**config.mk**
```make
export PLATFORM = sky130hd
export DESIGN_NAME = link_status_ind
export DESIGN_NICKNAME = d
export VERILOG_FILES = /design/src/rtl/lsi_pkg.sv /design/src/rtl/lsi_por_filter.sv /design/src/rtl/lsi_status.sv /design/src/rtl/lsi_heartbeat.sv /design/src/rtl/link_status_ind.sv
export SDC_FILE = /design/constraint.sdc
export NUM_CORES = 1
export LEC_CHECK = 0
export BUFFER_PORTS_ARGS = -buffer_cell sky130_fd_sc_hd__buf_2
export CAP_MARGIN = 20
export CORE_MARGIN = 5
export CORE_UTILIZATION = 60
export DETAILED_ROUTE_END_ITERATION = 16
export PLACE_DENSITY_LB_ADDON = 0.3
export SYNTH_ARGS = -nofsm -noshare
export SYNTH_HDL_FRONTEND = slang
export SYNTH_SLANG_ARGS = --single-unit
export TNS_END_PERCENT = 10
```
**constraint.sdc**
```tcl
create_clock -name clk -period 4.3 [get_ports clk]
set_input_delay 0.43 -clock clk [delete_from_list [all_inputs] [get_ports clk]]
set_output_delay 0.43 -clock clk [all_outputs]
set_load 0.02 [all_outputs]
```
**src/rtl/lsi_pkg.sv**
```systemverilog
package lsi_pkg;

    typedef struct packed {
        logic lock;
        logic err;
    } stat_s;

    function automatic int unsigned beat_period(input bit locked,
                                                input int unsigned lock_period,
                                                input int unsigned ratio);
        return locked ? lock_period : lock_period / ratio;
    endfunction

endpackage

```
**src/rtl/lsi_por_filter.sv**
```systemverilog
module lsi_por_filter #(
    parameter int unsigned QUAL_CYCLES = 1_000_000
) (
    input  logic clk,
    input  logic rst_pin_n,
    output logic dev_rst
);
    localparam int unsigned CW = $clog2(QUAL_CYCLES + 1);
    localparam logic [CW-1:0] QMAX = CW'(QUAL_CYCLES);

    logic [CW-1:0] cnt_d, cnt_q;

    always_comb begin
        if (rst_pin_n)          cnt_d = '0;
        else if (cnt_q == QMAX) cnt_d = QMAX;
        else                    cnt_d = cnt_q + 1'b1;
    end

    always_ff @(posedge clk) cnt_q <= cnt_d;

    assign dev_rst = (cnt_q == QMAX);

    // reset can only be held after a low sample on the pin
    a_r9_low_seen: assert property (@(posedge clk) dev_rst |-> $past(!rst_pin_n));
endmodule

```
**src/rtl/lsi_status.sv**
```systemverilog
module lsi_status
    import lsi_pkg::*;
(
    input  logic clk,
    input  logic rst,
    input  logic lock_in,
    input  logic code_err,
    input  logic rx_raw,
    input  logic cts_raw,
    input  logic dsr_raw,
    output logic lock_q,
    output logic carrier_n,
    output logic rx_out,
    output logic cts_out,
    output logic dsr_out,
    output logic err_flag
);
    stat_s s_d, s_q;

    always_comb begin
        if (rst) begin
            s_d.lock = 1'b0;
            s_d.err  = 1'b0;
        end else begin
            s_d.lock = lock_in;
            s_d.err  = lock_in & (s_q.err | (s_q.lock & code_err));
        end
    end

    always_ff @(posedge clk) s_q <= s_d;

    assign lock_q    = s_q.lock;
    assign carrier_n = ~s_q.lock;
    assign rx_out    = s_q.lock & rx_raw;
    assign cts_out   = ~s_q.lock | cts_raw;
    assign dsr_out   = ~s_q.lock | dsr_raw;
    assign err_flag  = s_q.err;

    // carrier only after lock was sampled
    a_r1_carrier_follows: assert property (@(posedge clk) disable iff (rst)
        !carrier_n |-> $past(lock_in));
    // gated outputs idle while carrier is inactive
    a_r2_idle_gating: assert property (@(posedge clk) disable iff (rst)
        carrier_n |-> (!rx_out && cts_out && dsr_out));
    // an error can only exist while carrier is active
    a_r3_err_needs_lock: assert property (@(posedge clk) disable iff (rst)
        err_flag |-> !carrier_n);
    // flag holds while lock stays
    a_r4_sticky: assert property (@(posedge clk) disable iff (rst)
        (err_flag && lock_in) |=> err_flag);
    // loss of lock clears the flag
    a_r5_clear_on_loss: assert property (@(posedge clk) disable iff (rst)
        !lock_in |=> !err_flag);
endmodule

```
**src/rtl/lsi_heartbeat.sv**
```systemverilog
module lsi_heartbeat
    import lsi_pkg::*;
#(
    parameter int unsigned PULSE_W     = 61_440,
    parameter int unsigned LOCK_PERIOD = 15_360_000,
    parameter int unsigned RATIO       = 8
) (
    input  logic clk,
    input  logic rst,
    input  logic lock,
    output logic beat
);
    localparam int unsigned UNLOCK_PERIOD = beat_period(1'b0, LOCK_PERIOD, RATIO);
    localparam int unsigned W = $clog2(LOCK_PERIOD);
    localparam logic [W-1:0] LAST_L = W'(LOCK_PERIOD - 1);
    localparam logic [W-1:0] LAST_U = W'(UNLOCK_PERIOD - 1);
    localparam logic [W-1:0] PW     = W'(PULSE_W);

    typedef struct packed {
        logic [W-1:0] ph;
        logic         seen;
    } hb_s;

    hb_s        s_d, s_q;
    logic       in_pulse, chg;
    logic [W-1:0] last;

    always_comb begin
        in_pulse = (s_q.ph < PW);
        chg      = lock ^ s_q.seen;
        last     = lock ? LAST_L : LAST_U;
        s_d.seen = lock;
        if (rst) begin
            s_d.ph   = PW;
            s_d.seen = 1'b0;
        end else if (chg && !in_pulse) begin
            s_d.ph = '0;
        end else if (s_q.ph >= last) begin
            s_d.ph = '0;
        end else begin
            s_d.ph = s_q.ph + 1'b1;
        end
    end

    always_ff @(posedge clk) s_q <= s_d;

    assign beat = in_pulse & ~rst;

    // a lock change outside a pulse restarts the period
    a_r8_restart: assert property (@(posedge clk) disable iff (rst)
        (chg && !in_pulse) |=> (beat && s_q.ph == '0));
    // unlocked phase never passes the short period
    a_r7_phase_bound: assert property (@(posedge clk) disable iff (rst)
        (!lock && !s_q.seen) |-> (s_q.ph <= LAST_U));

    generate
        if (PULSE_W > 1) begin : g_multi
            // a pulse is never a single cycle
            a_r6_no_runt: assert property (@(posedge clk) disable iff (rst)
                $rose(beat) |=> beat);
        end
    endgenerate
endmodule

```
**src/rtl/link_status_ind.sv**
```systemverilog
module link_status_ind #(
    parameter int unsigned QUAL_CYCLES = 1_000_000,
    parameter int unsigned PULSE_W     = 61_440,
    parameter int unsigned LOCK_PERIOD = 15_360_000,
    parameter int unsigned RATIO       = 8
) (
    input  logic clk,
    input  logic rst_pin_n,
    input  logic lock_in,
    input  logic code_err,
    input  logic rx_raw,
    input  logic cts_raw,
    input  logic dsr_raw,
    output logic carrier_n,
    output logic rx_out,
    output logic cts_out,
    output logic dsr_out,
    output logic err_flag,
    output logic beat
);
    logic dev_rst;
    logic lock_q;

    lsi_por_filter #(.QUAL_CYCLES(QUAL_CYCLES)) u_por (
        .clk(clk), .rst_pin_n(rst_pin_n), .dev_rst(dev_rst)
    );

    lsi_status u_stat (
        .clk(clk), .rst(dev_rst), .lock_in(lock_in), .code_err(code_err),
        .rx_raw(rx_raw), .cts_raw(cts_raw), .dsr_raw(dsr_raw),
        .lock_q(lock_q), .carrier_n(carrier_n), .rx_out(rx_out),
        .cts_out(cts_out), .dsr_out(dsr_out), .err_flag(err_flag)
    );

    lsi_heartbeat #(.PULSE_W(PULSE_W), .LOCK_PERIOD(LOCK_PERIOD), .RATIO(RATIO)) u_hb (
        .clk(clk), .rst(dev_rst), .lock(lock_q), .beat(beat)
    );

    // quiet outputs while reset is held
    a_r10_reset_beat: assert property (@(posedge clk) dev_rst |-> !beat);
endmodule

```
==> results of run 1 <==
[cell families after synthesis]
family | Yosys count | synth area share
AOI/OAI and AO/OA | 17 | 0.0415
adders and majority gates | 12 | 0.0638
DFF | 47 | 0.400
and+or+nand+nor | 135 | 0.314
xor gates and xnor gates | 39 | 0.145
buffers and inverters | 16 | 0.0351
[per-layer routing]
metal	part of all wire	vias up	global-route usage
li1	-	936	-
met1	0.48	801	0.217
met2	0.47	20	0.302
met3	0.024	12	0.0468
met4	0.027	0	0.0963
met5	0	-	0
[per-stage QoR]
stage          utilization  instance area, um^2
3_5_place_dp         0.652                 2420
4_1_cts              0.679                 2520
6_report             0.679                 2520
5_1_grt              0.679                 2520
2_1_floorplan            -                 2350
3_3_place_gp         0.652                 2420
[where the power goes]
group / internal [mW] / leakage [nW] / switching, mW
Clock: 0.147 / 0.0515 / 0.138
Combinational: 0.0499 / 0.568 / 0.0594
Sequential: 0.471 / 0.382 / 0.0369
[worst max-delay path, delay by kind of cell (launching register included)]
family	cells	cell delay, ps
adder cells (fa/ha/maj)	1	350
AND/OR/NAND/NOR	3	820
AO/OA/AOI/OAI	2	560
buffers and inverters	1	230
flip-flops	1	500
[layout make-up]
class	count	share of cell area
tap	48	0.0238
inverter	9	0.0134
multi-input combinational	203	0.527
clock buffer	8	0.0397
sequential	47	0.373
timing repair buffer	12	0.0238
[Yosys cell counts, drive strengths merged]
library cell  instances
nor3b                 1
nor4                  6
xor2                 22
or3                   2
a211oi                2
nand4                14
a21oi                 4
nor4bb                1
and4                  5
buf                   4
o31ai                 1
and2                  4
and3                  8
a31oi                 2
inv                   9
o21a                  1
nand3                20
nor3                  4
xnor2                17
clkbuf                3
o21ai                 7
ha                   12
or4b                  1
nand2                12
nand2b                4
nand4b                1
dfxtp                47
nor2                 50
nor2b                 2
[flip-flops by register name (all words and copies together), names as in the netlist]
register / flops
u_hb.s_q: 25
u_por.cnt_q: 20
u_stat.err_flag: 1
u_stat.lock_q: 1
[path summary, 6_finish.rpt]
kind,startpoint,end,slack (ps),depth (start not counted)
worst max-delay path,u_stat.lock_q,u_hb.s_q[23],1770,7
worst min-delay path,lock_in,u_stat.lock_q,360,2
worst max register to register,u_stat.lock_q,u_hb.s_q[23],1770,7
worst min register to register,u_por.cnt_q[0],u_por.cnt_q[0],480,1
==> metrics.md, run 1 <==
| Metric | Value |
|---|---|
| CTS buffer count | `5` |
| PwrDens | `357 mW/mm^2` |
| Post-DP HPWL | `3070 um` |
| Antenna Cells | `0` |
| Die Width | `72.6 um` |
| Setup bufs post-CTS | `0` |
| Nets | `297` |
| Non-filler instance count after layout | `327` |
| Unique masters post-synth | `37` |
| Core Area | `0.00372 mm^2` |
| Setup slack after layout | `1770 ps` |
| FMAX | `0.396 GHz` |
| H-tree levels | `2` |
| Vias/cell | `roughly 5.4` |
| Slowest CP cell | `dfxtp_1` |
| Storage cell area | `941 um^2` |
| Final ANT Viol Nets | `0` |
| Area of the multi-input gates | `0.00133 mm^2` |
| Worst IR Drop VDD | `0.000248 V` |
| Vias post-DR | `1769` |
| Chip height | `~73 um` |
| Clk slew on worst S/H paths | `80 ps` |
| Max FO, Critical Path | `20` |
| Hold Slack | `363 ps` |
| Total negative slack | `0 ps` |
| Most common cell after layout, fill and taps aside | `nor2_1` |
| Max-cap violation count | `0` |
| Worst skew pair latency | `roughly 300 ps` |
| Post-Syn Instances | `between 200 and 300` |
| Die footprint | `about 0.0053 mm^2` |
| RSZ-0062 raised after global routing | `false` |
| Rows | `22` |
| Pin count of the biggest net entering global routing | `21` |
| Clock tree buffer depth | `2` |
| Placed instance count | `319` |
| Area share of the largest cell type after synthesis | `0.400` |
| Cts hold-fix bufs | `0` |
| DRT iter0 DRCs | `111` |
| Worst Path Required | `4520 ps` |
| Final Hold Vio Count | `0` |
| Clock root cell | `clkbuf_8` |
| Delay of the slowest critical-path stage | `500 ps` |
| Routed wire per std cell | `13.1 um` |
| Minimum clock period | `2530 ps` |
| Setup crit end kind | `flop` |
| CP startpoint kind | `flop` |
| Syn Std Cell Area | `roughly 0.0024 mm^2` |
| Sink Count | `47` |
| #FFs+latches synth | `between 40 and 50` |
| Final worst-path cycle share | `0.588` |
| Vias in the first global route | `1723` |
| Worst-Margin Slew | `~670 ps` |
| Drt total wl | `about 4300 um` |
| Leakage | `1.00 nW` |
| Commonest cells after routing, fill and taps aside | `50 x nor2_1, 47 x dfxtp_1, 22 x xor2_1, 20 x nand3_1, 17 x xnor2_1` |
| Global Route Usage Sum | `0.183` |
| Fill cells | `308` |
| Skew final | `6.30 ps` |
| Synth Warn # | `0` |
| Setup slack at placement | `1780 ps` |
| Detailed-route DRC error count | `0` |
| Critical path class | `flop to flop` |
| Area leader, netlist | `dfxtp_1` |
| Final GP Congestion | `0.949` |
| Initial antenna violation count | `0` |
| Resize count post-CTS | `0` |
| Mean Syn Cell Area | `8.84 um^2` |
| Synth top area cells | `dfxtp_1 40%, xor2_1 8.2%, nor2_1 8.0%` |
| Area growth from synthesis to final layout | `7.29%` |
| Power, Total | `0.901 mW` |
| HP Class | `primary input to flop` |
| Register area share after synthesis | `0.400` |
| CTS tree | `done` |
| Post-Syn Nets | `285` |
| CP Cell Sequence | `inv_1 > ha_1 > a211oi_1 > nor2_1 > a211oi_1 > nand4_2 > nor2_1` |
| First-pass DRT Iterations | `4` |
| Slew margin rel. | `0.550` |
| I/O pin count | `13` |
| Layout cell share with drive strength beyond 1 | `0.0968` |
| Total congestion overflow | `0` |
| Data arrival time of the worst path | `2750 ps` |
| First-pass GRT wire length | `~7600 um` |
| Status | `finished, final reports clean` |
| Initial Utilization | `0.633` |
| Final Setup Violations | `0` |
| Max Slew Vio Count | `0` |
| I/O Buffers | `12` |
Note: power is estimated with default switching activity, not from simulation.
==> run 2: changes to the inputs <==
Clock period 4.3 ns to 2.6 ns, I/O delays scaled along.
==> metrics.md, run 2 (same netlist as run 1, synthesis figures left out) <==
| Metric | Value |
|---|---|
| Status | `finished, final reports clean` |
| Seq pwr share | `0.552` |
| Clk slew on worst S/H paths | `about 80 ps` |
| Layout cell share with drive strength beyond 1 | `0.0968` |
| Worst min-delay path endpoint | `u_stat.lock_q` |
| CP startpoint kind | `flop` |
| HP Class | `primary input to flop` |
| Sink Count | `47` |
| I/O pin count | `13` |
| WHS Path Cells | `2` |
| Sw Ratio | `0.247` |
| Final ANT Viol Nets | `0` |
| Cell depth of the worst flop-to-flop path | `7` |
| Initial Utilization | `0.633` |
| H-tree levels | `2` |
| Most flop-heavy register | `u_hb.s_q` |
| Setup slack at placement | `328 ps` |
| Clock root cell | `clkbuf_8` |
| DRT iter0 DRCs | `100` |
| Worst Path Required | `2820 ps` |
| Gate power share | `0.120` |
| Skew final | `4.85 ps` |
| Routed wire per std cell | `12.8 um` |
| Most common cell after layout, fill and taps aside | `nor2_1` |
| Max-cap violation count | `0` |
| Vias/cell | `~5.4` |
| Max reg flops | `25` |
| I/O Buffers | `12` |
| Die Width | `72.6 um` |
| R2R Path End | `u_hb.s_q[20]` |
| Drt total wl | `4190 um` |
| Setup slack after layout | `a little over 300 ps` |
| Pin count of the biggest net entering global routing | `21` |
| Global Route Usage Sum | `0.176` |
| Total congestion overflow | `0` |
| Max Slew Vio Count | `0` |
| Worst skew pair latency | `~290 ps` |
| First-pass DRT Iterations | `4` |
| Total negative slack | `0 ps` |
| Initial antenna violation count | `0` |
| Int Pwr | `around 1.1 mW` |
| Setup bufs post-CTS | `0` |
| Cts hold-fix bufs | `0` |
| Chip height | `72.6 um` |
| Commonest cells after routing, fill and taps aside | `50 x nor2_1, 47 x dfxtp_1, 22 x xor2_1, 20 x nand3_1, 17 x xnor2_1` |
| Detailed-route DRC error count | `0` |
| Hold Slack | `191 ps` |
| PwrDens | `about 600 mW/mm^2` |
| Setup crit end kind | `flop` |
| Area of the multi-input gates | `0.00133 mm^2` |
| Max FO, Critical Path | `20` |
| Clock tree buffer depth | `2` |
| Minimum clock period | `between 2000 and 2500 ps` |
| Final GP Congestion | `between 0.8 and 0.9` |
| Vias in the first global route | `1683` |
| Nets | `298` |
| Rows | `22` |
| Worst IR Drop VDD | `0.000304 V` |
| Top Registers | `u_hb.s_q x25, u_por.cnt_q x20` |
| CTS tree | `done` |
| Min-Delay Startpoint | `lock_in` |
| Final Setup Violations | `0` |
| Critical path class | `flop to flop` |
| Core Area | `0.00372 mm^2` |
| FF-to-FF Start | `u_stat.lock_q` |
| Die footprint | `0.00527 mm^2` |
| Power, Total | `approximately 1.5 mW` |
| Fill cells | `303` |
| Resize count post-CTS | `0` |
| Worst-Margin Slew | `533 ps` |
| Final Hold Vio Count | `0` |
| Leakage | `just over 1 nW` |
| Clock share of power | `0.328` |
| FMAX | `0.435 GHz` |
| CTS buffer count | `5` |
| Final worst-path cycle share | `0.883` |
| Post-DP HPWL | `between 3000 and 4000 um` |
| Register-to-Register Setup Slack | `300 ps` |
| Slew margin rel. | `0.642` |
| Vias post-DR | `1781` |
| Data arrival time of the worst path | `2520 ps` |
| Area growth from synthesis to final layout | `7.71%` |
| First-pass GRT wire length | `between 7000 and 8000 um` |
| Sw Pwr | `0.374 mW` |
| RSZ-0062 raised after global routing | `false` |
| Storage cell area | `approximately 940 um^2` |
| Antenna Cells | `0` |
## run 2: changes by cell type in the layout (fill, tap and decap cells not counted)
cell,before,now
clkbuf_8,7,5
buf_4,0,1
bufinv_16,0,1
## run 2: power by group through the flow
stage / combinational (mW) / sequential [mW] / clock (mW)
finish: 0.181 / 0.838 / 0.498
global route: 0.211 / 0.845 / 0.546
CTS: 0.185 / 0.837 / 0.515
detailed placement: 0.184 / 0.854 / 0
global placement: 0.179 / 0.853 / 0
floorplan: 0.154 / 0.844 / 0
## run 2: through the flow
| step | utilization | cells | area, um^2 |
|---|---|---|---|
| after global placement | 0.654 | 320 | 2430 |
| after detailed placement | 0.654 | 320 | 2430 |
| final | 0.682 | 327 | 2530 |
| after CTS | 0.682 | 327 | 2530 |
| after global routing | 0.682 | 327 | 2530 |
| after floorplan | - | 266 | 2350 |
## run 2: critical path: stages, from the launching register on
cell,delay [ps]
dfxtp_1,320
inv_1,230
ha_1,300
a211oi_1,240
nor2_1,70
a211oi_1,320
nand4_2,490
nor2_1,230
## run 2: worst max-delay path by stage
stage	from	end	slack (ps)	depth (start not counted)
2_1_floorplan	u_stat.lock_q	u_hb.s_q[10]	520	8
3_3_place_gp	u_stat.lock_q	u_hb.s_q[24]	460	7
3_5_place_dp	u_stat.lock_q	u_hb.s_q[21]	330	7
4_1_cts	u_stat.lock_q	u_hb.s_q[20]	290	7
5_1_grt	u_stat.lock_q	u_hb.s_q[24]	60	7
6_report	u_stat.lock_q	u_hb.s_q[20]	300	7
## run 2: cell type report
cell class | instances | area share
well taps | 48 | 0.0237
inverters | 9 | 0.0133
repair buffers | 13 | 0.0267
multi-input cells | 203 | 0.524
clock buffers | 6 | 0.0286
clock inverters | 1 | 0.0119
flip-flops and latches | 47 | 0.371
## run 2: layer usage
layer / part of all wire / vias up / GRT usage / wire [um]
met5: 0 / - / 0 / 0
met4: 0.025 / 0 / 0.0902 / 104
met3: 0.027 / 12 / 0.0427 / 112
met2: 0.49 / 26 / 0.284 / 2050
met1: 0.46 / 804 / 0.218 / 1920
li1: - / 939 / - / -
==> run 3: changes to the inputs <==
Settings changed: CORE_MARGIN 5 to default, SYNTH_HIERARCHICAL from default to 1.
==> metrics.md, run 3 <==
| Metric | Value |
|---|---|
| Top-count cell post-synth | `dfxtp_1` |
| CTS tree | `done` |
| Setup crit end kind | `output port` |
| RSZ-0062 raised after global routing | `false` |
| First-pass GRT wire length | `around 7500 um` |
| Synth Warn # | `6` |
| Initial Utilization | `0.625` |
| Sink Count | `47` |
| Initial antenna violation count | `0` |
| Max reg flops | `25` |
| Number of enable flip-flop cells after synthesis | `0` |
| Total congestion overflow | `0` |
| I/O pin count | `13` |
| Detailed-route DRC error count | `0` |
| Clk slew on worst S/H paths | `about 80 ps` |
| CP startpoint kind | `flop` |
| Clock tree buffer depth | `2` |
| Crit path max-delay family | `simple AND/OR/NAND/NOR gates` |
| Synth cell count leaders | `47 x dfxtp_1, 30 x nor2_1, 23 x nand3_1, 23 x xnor2_1, 17 x nor2_2` |
| Cts hold-fix bufs | `0` |
| Nets | `306` |
| Setup slack at placement | `a little under 500 ps` |
| Die footprint | `0.00443 mm^2` |
| Register area share after synthesis | `0.376` |
| Worst IR Drop VDD | `0.000378 V` |
| Slowest CP cell | `nor4_1` |
| Ys async rst share | `0` |
| Max FO, Critical Path | `7` |
| Final GP Congestion | `0.787` |
| Vias in the first global route | `1754` |
| Global Route Usage Sum | `0.223` |
| Worst skew pair latency | `300 ps` |
| Slew margin rel. | `0.498` |
| Max Slew Vio Count | `0` |
| Area share of the largest cell type after synthesis | `0.376` |
| CP bufs+invs | `2` |
| Drt total wl | `4350 um` |
| DRT iter0 DRCs | `slightly below 100` |
| CP Cell Sequence | `nor4bb_1 > nand4_1 > nor4_1 > buf_4 > nor2_1 > buf_2` |
| Routed wire per std cell | `12.9 um` |
| Unique masters post-synth | `43` |
| Post-Syn Nets | `289` |
| CTS buffer count | `5` |
| Antenna Cells | `0` |
| Area leader, netlist | `dfxtp_1` |
| Final ANT Viol Nets | `0` |
| Primary FF master, synth | `dfxtp_1` |
| Worst-Margin Slew | `750 ps` |
| Register-to-Register Setup Slack | `between 500 and 600 ps` |
| Most common cell after layout, fill and taps aside | `dfxtp_1` |
| Top Registers | `u_hb/s_q x25, u_por/cnt_q x20` |
| Syn Std Cell Area | `0.00250 mm^2` |
| Final Hold Vio Count | `0` |
| Worst Path Required | `2340 ps` |
| Most flop-heavy register | `u_hb/s_q` |
| H-tree levels | `2` |
| PwrDens | `between 400 and 500 mW/mm^2` |
| FMAX | `0.426 GHz` |
| Vias post-DR | `around 1900` |
| Post-DP HPWL | `about 3200 um` |
| Fill cells | `350` |
| Synth top area cells | `dfxtp_1 38%, xnor2_1 8.1%, ha_1 6.0%` |
| Setup bufs post-CTS | `0` |
| Skew final | `roughly 3.7 ps` |
| Clock root cell | `clkbuf_8` |
| Die Width | `approximately 67 um` |
| Pin count of the biggest net entering global routing | `16` |
| Final worst-path cycle share | `0.903` |
| Layout cell share with drive strength beyond 1 | `0.199` |
| Data arrival time of the worst path | `2090 ps` |
| Chip height | `66.6 um` |
| Final Setup Violations | `0` |
| Core Area | `0.00400 mm^2` |
| Critical path class | `flop to output port` |
| Max-cap violation count | `0` |
| First-pass DRT Iterations | `4` |
| Commonest cells after routing, fill and taps aside | `47 x dfxtp_1, 30 x nor2_1, 23 x nand3_1, 23 x xnor2_1, 17 x nor2_2` |
| Setup slack after layout | `252 ps` |
| Total negative slack | `0 ps` |
| Rows | `23` |
| Mean Syn Cell Area | `9.26 um^2` |
| Vias/cell | `5.56` |
| #FFs+latches synth | `47` |
| Area growth from synthesis to final layout | `8.50%` |
| I/O Buffers | `12` |
| Resize count post-CTS | `0` |
| HP Class | `primary input to flop` |
| Status | `finished, final reports clean` |
| Delay of the slowest critical-path stage | `460 ps` |
| Minimum clock period | `approximately 2300 ps` |
| Leakage | `1.03 nW` |
| Post-Syn Instances | `270` |
run 3: cell count changes after synthesis, moves of 6 or more:
| cell | before | now |
|---|---|---|
| nor2_1 | 50 | 30 |
| nor2_2 | 0 | 17 |
| xor2_1 | 22 | 13 |
| nor3_1 | 4 | 10 |
| xnor2_1 | 17 | 23 |
run 3: through the flow:
stage	power (mW)	utilization	instances	area, um^2	hold slack [ps]
final	1.30	0.678	337	2710	188
after global routing	1.35	0.678	337	2710	201
after CTS	1.32	0.678	337	2710	181
after detailed placement	0.801	0.653	330	2610	459
after global placement	0.799	0.653	330	2610	452
after floorplan	0.786	-	270	2500	404
run 3: final cells by class:
cell class	instances	area, um^2	share of cell area
Clock inverter	1	30.0	0.0111
Timing Repair Buffer	15	95.1	0.0350
Clock buffer	6	72.6	0.0267
Inverter	11	41.3	0.0152
Tap cell	50	62.6	0.0231
Sequential cell	47	941	0.347
Multi-Input combinational cell	207	1470	0.542
run 3: worst paths after layout:
check	startpoint	to	cells after the start
worst min-delay path	lock_in	u_stat/lock_q	2
worst max register to register	u_stat/lock_q	u_hb/s_q[21]	8
worst min register to register	u_hb/s_q[1]	u_hb/s_q[1]	1
worst max-delay path	u_por/cnt_q[14]	beat	6
run 3: where the power goes:
| part | total [mW] | switching (mW) | internal (mW) |
|---|---|---|---|
| clock | 0.515 | 0.233 | 0.282 |
| sequential | 0.732 | 0.00603 | 0.726 |
| combinational | 0.0512 | 0.0295 | 0.0217 |
run 3: logic make-up after synthesis:
family / synth area share
DFF: 0.376
adders and majority gates: 0.0600
muxes: 0.0135
buffers and inverters: 0.0355
and+or+nand+nor: 0.332
xor gates and xnor gates: 0.126
AOI/OAI and AO/OA: 0.0570
run 3: per-layer routing:
layer  vias to the layer above  routed length [um]  share of wire  track usage
met5                         -                   0              0            0
met4                         0                  66          0.015       0.0798
met3                         6                 110          0.025       0.0565
met2                        15                2180           0.50        0.385
met1                       880                1990           0.46        0.262
li1                        973                   -              -            -
